--- config.mk ---
export PLATFORM = sky130hd
export DESIGN_NAME = ddr_wr_capture
export DESIGN_NICKNAME = d
export VERILOG_FILES = /design/src/rtl/ddr_wcap_pkg.sv /design/src/rtl/ddr_wcap_lane.sv /design/src/rtl/ddr_wcap_burst_ctr.sv /design/src/rtl/ddr_wr_capture.sv
export SDC_FILE = /design/constraint.sdc
export NUM_CORES = 1
export LEC_CHECK = 0
export BUFFER_PORTS_ARGS = -buffer_cell sky130_fd_sc_hd__buf_2
export CORE_UTILIZATION = 61
export CTS_BUF_LIST = sky130_fd_sc_hd__clkbuf_8
export DETAILED_ROUTE_END_ITERATION = 8
export HOLD_SLACK_MARGIN = 0.06
export PLACE_DENSITY = 0.92
export SETUP_SLACK_MARGIN = 0.2
export SYNTH_ARGS = -nofsm -noshare
export SYNTH_HDL_FRONTEND = slang
export SYNTH_HIERARCHICAL = 1
export SYNTH_SLANG_ARGS = --single-unit
--- constraint.sdc ---
create_clock -name clk -period 5.3 [get_ports clk]
set_input_delay 0.265 -clock clk [delete_from_list [all_inputs] [get_ports clk]]
set_output_delay 0.265 -clock clk [all_outputs]
set_load 0.01 [all_outputs]
--- src/rtl/ddr_wcap_pkg.sv ---
package ddr_wcap_pkg;

   // number of two-beat words in a burst for a given length code
   function automatic int unsigned words_for_code(input int unsigned code);
      return 32'd1 << code;
   endfunction

   // largest word count selectable with a code of the given width
   function automatic int unsigned max_words(input int unsigned code_w);
      return 32'd1 << ((32'd1 << code_w) - 1);
   endfunction

endpackage

--- src/rtl/ddr_wcap_lane.sv ---
module ddr_wcap_lane #(
   parameter int unsigned LANE_W = 8
) (
   input  logic              clk,
   input  logic              rst_n,
   input  logic              flush,
   input  logic              open,
   input  logic              strobe,
   input  logic              rel,
   input  logic [LANE_W-1:0] d_rise,
   input  logic [LANE_W-1:0] d_fall,
   input  logic              m_rise,
   input  logic              m_fall,
   output logic              ready,
   output logic [LANE_W-1:0] o_d_rise,
   output logic [LANE_W-1:0] o_d_fall,
   output logic              o_be_rise,
   output logic              o_be_fall
);

   logic              held_q;
   logic [LANE_W-1:0] hr_q, hf_q;
   logic              mr_q, mf_q;
   logic              take;

   assign take  = strobe & open & ~held_q;
   assign ready = held_q | take;

   // held pair wins; otherwise the pair arriving this cycle passes straight through
   assign o_d_rise  = held_q ? hr_q : d_rise;
   assign o_d_fall  = held_q ? hf_q : d_fall;
   assign o_be_rise = ~(held_q ? mr_q : m_rise);
   assign o_be_fall = ~(held_q ? mf_q : m_fall);

   always_ff @(posedge clk or negedge rst_n) begin
      if (!rst_n) begin
         held_q <= 1'b0;
         hr_q   <= '0;
         hf_q   <= '0;
         mr_q   <= 1'b0;
         mf_q   <= 1'b0;
      end else begin
         if (flush || rel) begin
            held_q <= 1'b0;
         end else if (take) begin
            held_q <= 1'b1;
         end
         if (take) begin
            hr_q <= d_rise;
            hf_q <= d_fall;
            mr_q <= m_rise;
            mf_q <= m_fall;
         end
      end
   end

   // a held pair is not overwritten while waiting for the other lanes
   p_hold_keep_r5 : assert property (@(posedge clk) disable iff (!rst_n)
      (held_q && !rel && !flush) |=> (held_q && $stable(hr_q) && $stable(hf_q)
                                      && $stable(mr_q) && $stable(mf_q)));

   // the stored mask is the one sampled with the strobe
   p_mask_keep_r3 : assert property (@(posedge clk) disable iff (!rst_n)
      (take && !rel && !flush) |=> (mr_q == $past(m_rise) && mf_q == $past(m_fall)));

   // nothing is held after the burst window closes
   p_flush_r8 : assert property (@(posedge clk) disable iff (!rst_n)
      flush |=> !held_q);

endmodule

--- src/rtl/ddr_wcap_burst_ctr.sv ---
module ddr_wcap_burst_ctr
   import ddr_wcap_pkg::*;
#(
   parameter int unsigned LEN_CODE_W = 2
) (
   input  logic                  clk,
   input  logic                  rst_n,
   input  logic                  wr_active,
   input  logic [LEN_CODE_W-1:0] len_code,
   input  logic                  fire,
   output logic                  open,
   output logic                  last
);

   localparam int unsigned MAX_WORDS = max_words(LEN_CODE_W);
   localparam int unsigned LEFT_W    = $clog2(MAX_WORDS + 1);

   logic              act_q;
   logic              start;
   logic [LEFT_W-1:0] left_q, left_eff;

   assign start    = wr_active & ~act_q;
   assign left_eff = start ? LEFT_W'(words_for_code(32'(len_code))) : left_q;
   assign open     = wr_active & (left_eff != '0);
   assign last     = (left_eff == LEFT_W'(1));

   always_ff @(posedge clk or negedge rst_n) begin
      if (!rst_n) begin
         act_q  <= 1'b0;
         left_q <= '0;
      end else begin
         act_q <= wr_active;
         if (!wr_active) begin
            left_q <= '0;
         end else if (fire) begin
            left_q <= left_eff - LEFT_W'(1);
         end else begin
            left_q <= left_eff;
         end
      end
   end

   // no word is released once the burst's word count is used up
   p_no_fire_closed_r6 : assert property (@(posedge clk) disable iff (!rst_n)
      fire |-> open);

   // the remaining count never exceeds the largest burst
   p_left_bound_r6 : assert property (@(posedge clk) disable iff (!rst_n)
      left_q <= LEFT_W'(MAX_WORDS));

endmodule

--- src/rtl/ddr_wr_capture.sv ---
module ddr_wr_capture
   import ddr_wcap_pkg::*;
#(
   parameter int unsigned LANES      = 4,
   parameter int unsigned LANE_W     = 8,
   parameter int unsigned LEN_CODE_W = 2,
   parameter bit          REG_OUT    = 1'b1
) (
   input  logic                      clk,
   input  logic                      rst_n,
   input  logic                      wr_active,
   input  logic [LEN_CODE_W-1:0]     len_code,
   input  logic [LANES-1:0]          dqs_pulse,
   input  logic [LANES*LANE_W-1:0]   dq_rise,
   input  logic [LANES*LANE_W-1:0]   dq_fall,
   input  logic [LANES-1:0]          dm_rise,
   input  logic [LANES-1:0]          dm_fall,
   output logic                      out_vld,
   output logic                      out_last,
   output logic [2*LANES*LANE_W-1:0] out_data,
   output logic [2*LANES-1:0]        out_be
);

   localparam int unsigned BUS_W = LANES * LANE_W;

   if (LANES < 1) begin : g_bad_lanes
      $error("LANES must be at least 1");
   end
   if (LANE_W < 1) begin : g_bad_width
      $error("LANE_W must be at least 1");
   end
   if (LEN_CODE_W < 1 || LEN_CODE_W > 3) begin : g_bad_code
      $error("LEN_CODE_W must be 1 to 3");
   end

   logic             open, last, fire;
   logic [LANES-1:0] ready;
   logic [BUS_W-1:0] word_r, word_f;
   logic [LANES-1:0] be_r, be_f;

   ddr_wcap_burst_ctr #(.LEN_CODE_W(LEN_CODE_W)) i_ctr (
      .clk      (clk),
      .rst_n    (rst_n),
      .wr_active(wr_active),
      .len_code (len_code),
      .fire     (fire),
      .open     (open),
      .last     (last)
   );

   for (genvar k = 0; k < LANES; k++) begin : g_lane
      ddr_wcap_lane #(.LANE_W(LANE_W)) i_lane (
         .clk      (clk),
         .rst_n    (rst_n),
         .flush    (~wr_active),
         .open     (open),
         .strobe   (dqs_pulse[k]),
         .rel      (fire),
         .d_rise   (dq_rise[k*LANE_W +: LANE_W]),
         .d_fall   (dq_fall[k*LANE_W +: LANE_W]),
         .m_rise   (dm_rise[k]),
         .m_fall   (dm_fall[k]),
         .ready    (ready[k]),
         .o_d_rise (word_r[k*LANE_W +: LANE_W]),
         .o_d_fall (word_f[k*LANE_W +: LANE_W]),
         .o_be_rise(be_r[k]),
         .o_be_fall(be_f[k])
      );
   end

   assign fire = &ready;

   if (REG_OUT) begin : g_reg_out
      always_ff @(posedge clk or negedge rst_n) begin
         if (!rst_n) begin
            out_vld  <= 1'b0;
            out_last <= 1'b0;
            out_data <= '0;
            out_be   <= '0;
         end else begin
            out_vld  <= fire;
            out_last <= fire & last;
            if (fire) begin
               out_data <= {word_f, word_r};
               out_be   <= {be_f, be_r};
            end
         end
      end

      // a word only follows a cycle inside the write window
      p_idle_quiet_r8 : assert property (@(posedge clk) disable iff (!rst_n)
         out_vld |-> $past(wr_active));
   end else begin : g_comb_out
      assign out_vld  = fire;
      assign out_last = fire & last;
      assign out_data = {word_f, word_r};
      assign out_be   = {be_f, be_r};
   end

   // the last marker never stands alone
   p_last_with_vld_r7 : assert property (@(posedge clk) disable iff (!rst_n)
      out_last |-> out_vld);

endmodule

[After elaboration in Yosys (flattened, before gate mapping)]
Cells that the tools add are included.
Operators by class
  add/subtract/negate cells: 1
  equal/unequal tests: 1
  shifts and indexed selects: 1
  muxes and demuxes: 27
  bitwise logic cells: 29
  reductions and logical operators: 7
Operator list (number)
  $mux W8: 8
  $mux W1: 16
  $not A1 Y1: 14
  $mux W4: 3
  $and A1 B1 Y1: 11
  $reduce_bool A2 Y1: 4
  $eq A4 B1 Y1 const B: 1
  $or A1 B1 Y1: 4
  $reduce_and A4 Y1: 1
  $reduce_bool A4 Y1: 1
  $shl A1 B2 Y4 const A: 1
  $sub A4 B1 Y4 const B: 1
  $logic_or A1 B1 Y1: 1
Storage, ports and cells
  register bits after elaboration: 155
  bits of input ports: 81
  output and inout port bits: 74
  word-level logic and storage cells: 92

[Logic depth before layout (Yosys ltp)]
Gate-level depths: netlist (run 1).
  word-level depth: 11
  mapped depth: 9
  gate-level depth less buffers: 8

[By module]
The synthesis (run 1) kept the hierarchy.
Modules (own cells, without submodules)
  ddr_wcap_lane: times used 4, cells an instance 61, area each 977.2 µm², sequential area each 475.5 µm²
  ddr_wr_capture: times used 1, cells an instance 157, area each 3056.7 µm², sequential area each 1851.8 µm²
  ddr_wcap_burst_ctr: times used 1, cells an instance 36, area each 341.6 µm², sequential area each 125.1 µm²

[Worst setup path after synthesis (run 1)]
No wires, ideal clock.
  kind: flip-flop to flip-flop
  from: register i_ctr.left_q[1]
  to: register i_ctr.left_q[2]
  setup time: 0.120 ns
  arrival: 2.420 ns
  data required time: 5.180 ns
  path slack: 2.760 ns
  stages on the path, launching flop included: 10
  path buffers: 1
  period minus slack after synthesis: 2.540 ns
  cells stage by stage: dfrtp_1 nor2_1 a31oi_1 a21o_1 and4_4 buf_4 nand2_1 o32ai_1 xor2_1 nor2_1
On the way
  longest elaborated chain between the ends: 9
RTL lines
  start: declaration: line ddr_wcap_burst_ctr.sv:20  | logic [LEFT_W-1:0] left_q, left_eff;
  start signal: assignment: line ddr_wcap_burst_ctr.sv:36  | left_q <= left_eff - LEFT_W'(1);
  start signal: assignment: line ddr_wcap_burst_ctr.sv:38  | left_q <= left_eff;
  $mux W4: line ddr_wcap_burst_ctr.sv:23  | assign left_eff = start ? LEFT_W'(words_for_code(32'(len_code))) : left_q;
  $reduce_bool A4 Y1: line ddr_wcap_burst_ctr.sv:24  | assign open = wr_active & (left_eff != '0);
  $and A1 B1 Y1: line ddr_wcap_burst_ctr.sv:24
  named net open: line ddr_wr_capture.sv:36  | logic open, last, fire;
  $and A1 B1 Y1 (2 in series): line ddr_wcap_lane.sv:26  | assign take = strobe & open & ~held_q;
  $or A1 B1 Y1: line ddr_wcap_lane.sv:27  | assign ready = held_q | take;
  named net ready[0]: line ddr_wr_capture.sv:37  | logic [LANES-1:0] ready;
  $reduce_and A4 Y1: line ddr_wr_capture.sv:71  | assign fire = &ready;
  named net fire: line ddr_wr_capture.sv:36
  $mux W4: line ddr_wcap_burst_ctr.sv:35  | end else if (fire) begin
  $mux W4: line ddr_wcap_burst_ctr.sv:33  | if (!wr_active) begin
The timed path passes the listed nets, and every way through them passes these cells.
A chain may end at the register's enable or synchronous reset.

[Worst setup path in the final report (run 1)]
  from: input wr_active
  to: register i_ctr.left_q[3]
On the way
  longest elaborated chain between the ends: 10
RTL lines
  start: declaration: line ddr_wr_capture.sv:11  | input logic wr_active,
  $and A1 B1 Y1: line ddr_wcap_burst_ctr.sv:22  | assign start = wr_active & ~act_q;
  $mux W4: line ddr_wcap_burst_ctr.sv:23
  $reduce_bool A4 Y1: line ddr_wcap_burst_ctr.sv:24
  $and A1 B1 Y1 (*): line ddr_wcap_burst_ctr.sv:24
  named net open: line ddr_wr_capture.sv:36
  $and A1 B1 Y1 (*) (2 in series): line ddr_wcap_lane.sv:26
  $or A1 B1 Y1 (*): line ddr_wcap_lane.sv:27
  named net ready[0]: line ddr_wr_capture.sv:37
  $reduce_and A4 Y1 (*): line ddr_wr_capture.sv:71
  $mux W4 (*): line ddr_wcap_burst_ctr.sv:35
  $mux W4 (*): line ddr_wcap_burst_ctr.sv:33
Mark *: on every way through the listed nets, which the timed path passes. The rest lies on a longest branch.

==> impl_metrics.env, run 1 <==
export IMPL_start_kind="primary input"
export IMPL_r2r_start="i_ctr/left_q[0]$_DFF_PN0_"
export IMPL_synth_top_area_cell="dfrtp_1"
export IMPL_hold_class="in2reg"
export IMPL_worstHoldStart="dq_fall[11]"
export IMPL_postRouteAntennaNets=0
export IMPL_die_h_um=111
export IMPL_status="complete, but fails checks"
export IMPL_die_w_um=111
export IMPL_place_congestion=0.882
export IMPL_synth_async_sr_flop_share_pct=100
export IMPL_synth_edf_count=0
export IMPL_grt_max_degree=107
export IMPL_grt_pass1_wl_um=25400
export IMPL_syn_area_per_cell_sq_um=16.7
export IMPL_synth_seq_area_share_pct=53.1
export IMPL_cp_required_ns=5.59
export IMPL_switching_share_pct=25.1
export IMPL_hold_violations=0
export IMPL_holdWs_ns=0.0975
export IMPL_max_stage_delay_ns=1.05
export IMPL_ir_drop_uv=315
export IMPL_crit_arrival_ns=4.16
export IMPL_area_growth_pct=25.0
export IMPL_endpoint_kind="flip-flop"
export IMPL_critPathKind="in2reg"
export IMPL_fin_skew_ns=0.0114
export IMPL_first_pass_iters=6
export IMPL_tightestPinTransition_ns=1.26
export IMPL_p_int_w=0.00248
export IMPL_hold_depth=2
export IMPL_clock_sinks=155
export IMPL_clock_fmax_mhz=259
export IMPL_initialDrtViolationCount=228
export IMPL_io_pins=155
export IMPL_setup_tns_final_ns=0
export IMPL_routedWlPerCell_um=18.9
export IMPL_power_frac_seq_pct=48.1
export IMPL_final_common_cell="dfrtp_1"
export IMPL_synth_ff_type="dfrtp_1"
export IMPL_max_cap_violations=0
export IMPL_dieArea_sq_mm=0.0124
export IMPL_final_util_pct=79.0
export IMPL_cts_buffer_depth=2
export IMPL_via_per_inst=5.40
export IMPL_clk_pin_slew_ns=0.08
export IMPL_ff2ff_path_depth=8
export IMPL_violations="DRC"
export IMPL_dr_total_vias=4392
export IMPL_setup_viol=0
export IMPL_cts_tree="done"
export IMPL_switchingPower_w=0.000832
export IMPL_path_cells="dlygate4sd3_1, buf_2, inv_1, a31oi_1, a21o_1, and4_4, nor4b_2, xor2_1, nand3_1, o41ai_1"
export IMPL_rr_endpoint="i_ctr/left_q[3]$_DFF_PN0_"
export IMPL_grt_overflow_total=0
export IMPL_ctsRootBufferMaster="clkbuf_8"
export IMPL_totalWireLength_um=15400
export IMPL_rows=39
export IMPL_powerDensity_mw_per_mm2=362
export IMPL_nets=741
export IMPL_start_util_pct=63.2
export IMPL_dpl_hpwl_um=9170
export IMPL_fin_area_sq_mm=0.00914
export IMPL_p_leak_nw=4.61
export IMPL_htreeDepth=4
export IMPL_grt_use_total_pct=26.7
export IMPL_syn_num_nets=519
export IMPL_min_to="g_lane[1].i_lane/hf_q[3]$_DFFE_PN0P_"
export IMPL_dp_cells=715
export IMPL_drive_gt1_share_pct=59.9
export IMPL_core_sq_mm=0.0116
export IMPL_grt_pass1_vias=4909
export IMPL_drv_slew=0
export IMPL_yosys_top_cells_area="dfrtp_1 53%, mux2_4 21%, mux2_2 17%"
export IMPL_period_share_pct=72.9
export IMPL_fin_cells=814
export IMPL_clkPwrFrac_pct=29.6
export IMPL_yosys_warnings=6
export IMPL_io_buffers=154
export IMPL_drc=24
export IMPL_netlist_area_sq_mm=0.00731
export IMPL_most_common_layout_cells="155 x dfrtp_1, 153 x buf_2, 108 x mux2_2, 101 x mux2_4, 68 x dlygate4sd3_1"
export IMPL_regToRegSetupSlack_ns=1.56
export IMPL_synthCells=437
export IMPL_antenna_found_initial=1
export IMPL_placed_area_sq_mm=0.00801
export IMPL_cts_made_buffers=17
export IMPL_maxSlewHeadroom_pct=15.9
export IMPL_p_comb_share_pct=22.3
export IMPL_fin_crit_ns=3.86
export IMPL_ys_ff_latch=155
export IMPL_crit_fanout=72
export IMPL_clock_latency_ns=0.44
export IMPL_crit_slowest_cell="and4_4"
export IMPL_grt_setup_unrepaired="false"
export IMPL_ys_types=28
export IMPL_synth_top_area_share_pct=53.1
critical path: cells and delay by family:
kind / cells / cell delay [ns]
xor+xnor: 1 / 0.17
simple gates: 3 / 1.55
compound gates: 3 / 1.24
buf+inv: 3 / 0.84
Yosys cell counts (2+ instances only):
master,instances
mux2_4,101
a21o_1,4
buf_4,9
dfrtp_1,155
buf_6,5
nand2_1,5
mux2i_1,8
mux2_2,108
inv_1,2
a21oi_1,2
and2_1,2
nand3b_4,4
buf_12,7
nor3b_1,5
xor2_1,2
nor2_1,6
layer usage:
metal	part of all wire, %	track usage, %	vias up
met4	0.58	7.30	0
met1	42	32.4	2237
met5	0	0	-
met2	52	46.2	134
li1	-	-	2011
met3	5.8	8.00	10
per-stage QoR:
stage / worst slack, ns / power [W]
final: 1.44 / 0.00331
after global routing: 1.25 / 0.00346
after CTS: 1.52 / 0.00333
after detailed placement: 1.60 / 0.00230
after global placement: 1.78 / 0.00225
after floorplan: 2.76 / 0.00204
sequential cells by signal, summed over array words and instances, names as in the netlist:
name,flops
out_data,64
g_lane.i_lane/hf_q,32
g_lane.i_lane/hr_q,32
out_be,8
g_lane.i_lane/held_q,4
g_lane.i_lane/mf_q,4
g_lane.i_lane/mr_q,4
i_ctr/left_q,4
i_ctr/act_q,1
out_last,1
out_vld,1
area by class of cell:
cell class	instances	area [sq um]
clock buffer	19	262
antenna	2	5.00
tap	143	179
multi-input combinational	259	3160
timing repair buffer	224	1470
sequential	155	3880
clock inverter	10	174
fill	655	2430
inverter	2	7.51
power groups by stage:
stage	registers [W]	clock network [W]	logic, W
floorplan	0.00161	0	0.000437
global placement	0.00158	0	0.000667
detailed placement	0.00160	0	0.000696
CTS	0.00158	0.00100	0.000736
global route	0.00162	0.00105	0.000793
finish	0.00159	0.000980	0.000739
worst max path at each step:
| stage | slack (ns) | end | cells after the start | from |
|---|---|---|---|---|
| after global routing | 1.25 | i_ctr/left_q[3]$_DFF_PN0_ | 10 | wr_active |
| final | 1.44 | i_ctr/left_q[3]$_DFF_PN0_ | 10 | wr_active |
| after floorplan | 2.76 | i_ctr/left_q[2]$_DFF_PN0_ | 9 | i_ctr/left_q[1]$_DFF_PN0_ |
| after detailed placement | 1.60 | out_data[43]$_DFFE_PN0P_ | 7 | wr_active |
| after CTS | 1.52 | i_ctr/left_q[3]$_DFF_PN0_ | 10 | wr_active |
| after global placement | 1.78 | out_data[5]$_DFFE_PN0P_ | 7 | wr_active |
logic make-up after synthesis:
group           count (synthesis)  share of synthesized area, %
xor+xnor                        3                         0.360
mux                           217                          38.5
compound gates                 11                          1.04
fa+ha+maj                       1                         0.171
simple gates                   27                          3.13
buf+inv                        23                          3.72
flops                         155                          53.1
what timing repair did:
| action | CTS | global route |
|---|---|---|
| buffers inserted | 0 | 0 |
| hold endpoints to repair | 172 | 0 |
| resized for setup | 0 | 0 |
| hold buffers | 68 | 0 |
Power figures use the tool's default switching activity.
==> inputs of run 2 (changes only) <==
Settings changed: CORE_UTILIZATION 61 to 51, PLACE_DENSITY 0.92 to 0.82.
Clock period 5.3 ns to 3.5 ns, I/O delays scaled along.
==> impl_metrics.env, run 2 (synthesized netlist as in run 1, its figures left out) <==
export IMPL_cts_made_buffers=17
export IMPL_grt_overflow_total=0
export IMPL_first_pass_iters=4
export IMPL_n_fill_cell=985
export IMPL_path_cells="dlygate4sd3_1, buf_2, inv_1, a31oi_1, buf_4, a21o_1, and4_4, buf_4, mux2_4"
export IMPL_fin_skew_ns=0.0143
export IMPL_most_common_layout_cells="155 x dfrtp_1, 153 x buf_2, 108 x mux2_2, 101 x mux2_4, 76 x dlygate4sd3_1"
export IMPL_final_common_cell="dfrtp_1"
export IMPL_grt_use_total_pct=22.1
export IMPL_cts_resized=0
export IMPL_powerDensity_mw_per_mm2=526
export IMPL_p_leak_nw=4.65
export IMPL_fin_cells=867
export IMPL_clk_pin_slew_ns=0.08
export IMPL_cts_setup_buffers=0
export IMPL_seqCellArea_sq_mm=0.00388
export IMPL_io_buffers=154
export IMPL_cpMostUsedCell="buf_4"
export IMPL_crit_fanout=24
export IMPL_period_share_pct=72.6
export IMPL_hold_violations=0
export IMPL_maxSlewHeadroom_pct=45.9
export IMPL_cts_buffer_depth=2
export IMPL_top_register="out_data"
export IMPL_placed_area_sq_mm=0.00813
export IMPL_rows=43
export IMPL_grt_pass1_wl_um=24800
export IMPL_cts_tree="done"
export IMPL_rr_endpoint="out_data[7]$_DFFE_PN0P_"
export IMPL_hold_class="in2reg"
export IMPL_dieArea_sq_mm=0.0148
export IMPL_totalWireLength_um=15500
export IMPL_ff2ff_path_depth=7
export IMPL_largest_reg_flops=64
export IMPL_via_per_inst=5.10
export IMPL_cp_required_ns=3.82
export IMPL_cp_startpoint="wr_active"
export IMPL_postRouteAntennaNets=0
export IMPL_die_h_um=122
export IMPL_dr_total_vias=4422
export IMPL_ctsRootBufferMaster="clkbuf_8"
export IMPL_regToRegSetupSlack_ns=1.03
export IMPL_routedWlPerCell_um=17.8
export IMPL_r2r_start="i_ctr/left_q[1]$_DFF_PN0_"
export IMPL_nets=755
export IMPL_cts_hold_fix_buffers=76
export IMPL_grt_pass1_vias=4975
export IMPL_dpl_hpwl_um=9360
export IMPL_setup_viol=0
export IMPL_drv_slew=0
export IMPL_max_stage_delay_ns=0.54
export IMPL_io_pins=155
export IMPL_grt_max_degree=87
export IMPL_crit_family="buffers and inverters"
export IMPL_crit_slowest_cell="dlygate4sd3_1"
export IMPL_critPathKind="in2reg"
export IMPL_clock_latency_ns=0.45
export IMPL_crit_arrival_ns=2.86
export IMPL_dp_slack_ns=1.09
export IMPL_met2_length_um=7660
export IMPL_fin_area_sq_mm=0.00929
export IMPL_top_layer="met4"
export IMPL_grt_setup_unrepaired="false"
export IMPL_htreeDepth=4
export IMPL_die_w_um=122
export IMPL_area_growth_pct=27.1
export IMPL_clock_sinks=155
export IMPL_routed_wl_met3_um=839
export IMPL_tightestPinTransition_ns=0.812
export IMPL_place_congestion=0.779
export IMPL_start_kind="primary input"
export IMPL_clock_fmax_mhz=394
export IMPL_crit_path_end="out_data[7]$_DFFE_PN0P_"
export IMPL_dp_cells=758
export IMPL_start_util_pct=52.4
export IMPL_cp_buffers_inverters=5
export IMPL_reg_largest_list="out_data x64, g_lane.i_lane/hf_q x32, g_lane.i_lane/hr_q x32"
export IMPL_multi_input_area_sq_mm=0.00316
export IMPL_initialDrtViolationCount=167
export IMPL_setup_tns_final_ns=0
export IMPL_wirelength_met1_um=6770
export IMPL_fin_crit_ns=2.54
export IMPL_worst_slack_ns=0.960
export IMPL_core_sq_mm=0.0139
export IMPL_antenna_found_initial=1
export IMPL_max_cap_violations=0
export IMPL_drive_gt1_share_pct=59.9
export IMPL_p_total_w=0.00488
export IMPL_drc=0
export IMPL_status="finished clean"
export IMPL_endpoint_kind="flip-flop"
export IMPL_ir_drop_uv=358
export IMPL_crit_cells=9
==> run 2: cell type report <==
class                   count  area share, %
clock inverters            14           1.55
diodes                      1         0.0270
flip-flops and latches    155           41.8
well taps                 180           2.43
clock buffers              18           2.67
repair buffers            238           17.5
multi-input cells         259           34.0
inverters                   2         0.0809
==> run 2: stage by stage <==
step | hold slack [ns] | utilization [%]
CTS | 0.169 | 66.6
global placement | 0.268 | 58.3
finish | 0.200 | 66.6
global route | 0.182 | 66.6
floorplan | -0.121 | -
detailed placement | 0.287 | 58.3
==> run 2: layer usage <==
layer  global-route usage [%]  vias up
met1                     26.9     2244
met2                     36.8      120
met4                     7.64        0
met5                        0        -
met3                     7.12       14
li1                         -     2044
==> run 2: worst reg2reg max path: stages (launching register included) <==
cell and delay [ns]:
dfrtp_1 0.42, nor2_1 0.09, a31oi_1 0.18, buf_4 0.23
a21o_1 0.17, and4_4 0.48, buf_4 0.42, mux2_4 0.35
==> run 2: power by group <==
group | switching (W) | internal [W] | leakage (nW)
Clock | 0.000695 | 0.000654 | 0.199
Combinational | 0.000426 | 0.000727 | 2.48
Sequential | 0.000212 | 0.00217 | 1.97
Total | 0.00133 | 0.00355 | 4.65
==> run 2: how the worst min path moves through the flow <==
stage               cells past startpoint  slack [ns]                                    to    startpoint
floorplan                               0       -0.12   g_lane[0].i_lane/held_q$_DFFE_PN0P_         rst_n
global placement                        1        0.27  g_lane[2].i_lane/hf_q[2]$_DFFE_PN0P_         rst_n
detailed placement                      1        0.29              out_data[50]$_DFFE_PN0P_         rst_n
CTS                                     3        0.17   g_lane[1].i_lane/held_q$_DFFE_PN0P_  dqs_pulse[1]
global route                            3        0.18   g_lane[2].i_lane/held_q$_DFFE_PN0P_  dqs_pulse[2]
finish                                  3        0.20   g_lane[1].i_lane/held_q$_DFFE_PN0P_  dqs_pulse[1]
==> inputs of run 3 (changes only) <==
Settings changed: ABC_AREA from default to 1, CORE_UTILIZATION 51 to 57, PLACE_DENSITY 0.82 to 0.86.
Clock period 3.5 ns to 2.5 ns, I/O delays scaled along.
==> impl_metrics.env, run 3 <==
export IMPL_status="finished clean"
export IMPL_io_buffers=154
export IMPL_endpoint_kind="flip-flop"
export IMPL_tightestPinTransition_ns=0.605
export IMPL_synth_ff_type="dfrtp_1"
export IMPL_dp_cells=1221
export IMPL_cp_required_ns=2.85
export IMPL_routedWlPerCell_um=15.4
export IMPL_final_common_cell="nand2_1"
export IMPL_synth_async_sr_flop_share_pct=100
export IMPL_n_fill_cell=934
export IMPL_ys_top_cells_by_count="513 x nand2_1, 155 x dfrtp_1, 75 x o21ai_0"
export IMPL_netlist_area_sq_mm=0.00759
export IMPL_crit_arrival_ns=2.57
export IMPL_ff2ff_path_depth=14
export IMPL_clock_sinks=155
export IMPL_path_cells="inv_2, nand2_8, o21ai_4, nor2_1, a21oi_4, nand2_1, nand2_2, nand2_4, nor2_8, buf_12, buf_12, nor2_1, nand2_1, inv_1"
export IMPL_clock_fmax_mhz=450
export IMPL_r2r_start="i_ctr/act_q$_DFF_PN0_"
export IMPL_area_growth_pct=27.6
export IMPL_grt_use_total_pct=30.5
export IMPL_cts_tree="done"
export IMPL_reg_largest_list="out_data x64, g_lane.i_lane/hf_q x32, g_lane.i_lane/hr_q x32"
export IMPL_fin_skew_ns=0.0120
export IMPL_grt_pass1_wl_um=33800
export IMPL_ys_types=26
export IMPL_nets=1231
export IMPL_clock_latency_ns=0.45
export IMPL_dieArea_sq_mm=0.0138
export IMPL_totalWireLength_um=20500
export IMPL_drive_gt1_share_pct=21.9
export IMPL_rr_endpoint="g_lane[3].i_lane/held_q$_DFFE_PN0P_"
export IMPL_critPathKind="reg2reg"
export IMPL_p_leak_nw=4.68
export IMPL_cp_startpoint="i_ctr/act_q$_DFF_PN0_"
export IMPL_antenna_found_initial=0
export IMPL_max_cap_violations=0
export IMPL_drv_slew=0
export IMPL_hold_violations=0
export IMPL_ctsRootBufferMaster="clkbuf_8"
export IMPL_hold_class="in2reg"
export IMPL_ir_drop_uv=501
export IMPL_cts_buffer_depth=2
export IMPL_crit_fanout=20
export IMPL_holdWs_ns=0.0848
export IMPL_top_layer="met4"
export IMPL_core_sq_mm=0.0128
export IMPL_setup_tns_final_ns=0
export IMPL_regToRegSetupSlack_ns=0.28
export IMPL_yosysMostFrequentCell="nand2_1"
export IMPL_synth_edf_count=0
export IMPL_die_h_um=117
export IMPL_grt_setup_unrepaired="true"
export IMPL_cts_made_buffers=17
export IMPL_synth_seq_area_share_pct=51.1
export IMPL_grt_pass1_vias=6934
export IMPL_period_share_pct=88.8
export IMPL_fin_crit_ns=2.22
export IMPL_place_congestion=0.817
export IMPL_yosys_top_cells_area="dfrtp_1 51%, nand2_1 25%, nand4_1 5.9%"
export IMPL_setup_viol=0
export IMPL_max_stage_delay_ns=0.42
export IMPL_ys_ff_latch=155
export IMPL_postRouteAntennaNets=0
export IMPL_crit_slowest_cell="dfrtp_1"
export IMPL_via_per_inst=5.48
export IMPL_met2_length_um=10200
export IMPL_routed_wl_met3_um=1260
export IMPL_yosys_warnings=6
export IMPL_largest_reg_flops=64
export IMPL_synthCells=943
export IMPL_crit_path_end="g_lane[3].i_lane/held_q$_DFFE_PN0P_"
export IMPL_synth_top_area_cell="dfrtp_1"
export IMPL_syn_num_nets=1025
export IMPL_die_w_um=117
export IMPL_dr_total_vias=7311
export IMPL_wirelength_met1_um=8420
export IMPL_maxSlewHeadroom_pct=59.7
export IMPL_start_util_pct=59.2
export IMPL_io_pins=155
export IMPL_synth_top_area_share_pct=51.1
export IMPL_powerDensity_mw_per_mm2=792
export IMPL_rows=41
export IMPL_fin_cells=1334
export IMPL_first_pass_iters=9
export IMPL_grt_max_degree=74
export IMPL_clk_pin_slew_ns=0.08
export IMPL_syn_area_per_cell_sq_um=8.05
export IMPL_htreeDepth=4
export IMPL_diodes=0
export IMPL_most_common_layout_cells="499 x nand2_1, 155 x dfrtp_1, 152 x buf_2, 76 x dlygate4sd3_1, 72 x nand4_1"
export IMPL_start_kind="flip-flop"
export IMPL_drc=0
export IMPL_initialDrtViolationCount=713
export IMPL_grt_overflow_total=0
export IMPL_dpl_hpwl_um=11500
export IMPL_top_register="out_data"
==> run 3: timing repair <==
item                                   in CTS  in global routing
endpoints found under the hold margin     212                  0
hold buffers                               76                  0
buffers inserted                            0                  4
setup endpoints to repair                   0                108
gates resized for setup                     0                 20
==> run 3: how the worst min path moves through the flow <==
stage,from,end,cells past startpoint
after floorplan,rst_n,g_lane[0].i_lane/held_q$_DFFE_PN0P_,0
after global placement,rst_n,out_data[22]$_DFFE_PN0P_,1
after detailed placement,rst_n,out_data[22]$_DFFE_PN0P_,1
after CTS,dqs_pulse[3],g_lane[3].i_lane/held_q$_DFFE_PN0P_,5
after global routing,dqs_pulse[3],g_lane[3].i_lane/held_q$_DFFE_PN0P_,5
final,dqs_pulse[3],g_lane[3].i_lane/held_q$_DFFE_PN0P_,5
==> run 3: per-layer routing <==
metal	track usage, %	vias to the layer above
met4	13.2	0
li1	-	3434
met1	39.6	3455
met5	0	-
met2	50.0	353
met3	5.59	69
==> run 3: worst max-delay path, delay by kind of cell (launching register included) <==
| family | cells | cell delay [ns] |
|---|---|---|
| AND/OR/NAND/NOR | 8 | 0.85 |
| AO/OA/AOI/OAI | 2 | 0.41 |
| flip-flops | 1 | 0.42 |
| buffers and inverters | 4 | 0.43 |
==> run 3: power breakdown <==
group / leakage (nW) / switching [W] / internal (W) / total (W)
sequential: 1.74 / 0.000347 / 0.00315 / 0.00349
clock: 0.255 / 0.000920 / 0.00146 / 0.00238
combinational: 2.69 / 0.00109 / 0.000707 / 0.00180
total: 4.68 / 0.00236 / 0.00532 / 0.00768
==> run 3: kinds of logic after synthesis <==
family | synth area share [%]
buf+inv | 8.68
compound gates | 5.87
flops | 51.1
fa+ha+maj | 0.165
simple gates | 34.2
==> run 3: cell type report <==
type	count	area (sq um)	share of cell area, %
sequential	155	3880	40.0
inverter	18	87.6	0.904
clock buffer	20	275	2.84
timing repair buffer	254	1810	18.7
clock inverter	12	240	2.48
multi-input combinational	703	3180	32.8
tap	172	215	2.22
==> run 3: per-stage QoR <==
| step | util, % | setup slack [ns] | power (W) | area (sq um) |
|---|---|---|---|---|
| after global placement | 64.5 | 0.420 | 0.00508 | 8280 |
| after global routing | 75.5 | 0.125 | 0.00812 | 9690 |
| after CTS | 74.5 | 0.231 | 0.00763 | 9550 |
| after floorplan | - | 0.124 | 0.00452 | 7690 |
| after detailed placement | 64.5 | 0.311 | 0.00516 | 8280 |
| final | 75.5 | 0.279 | 0.00768 | 9690 |
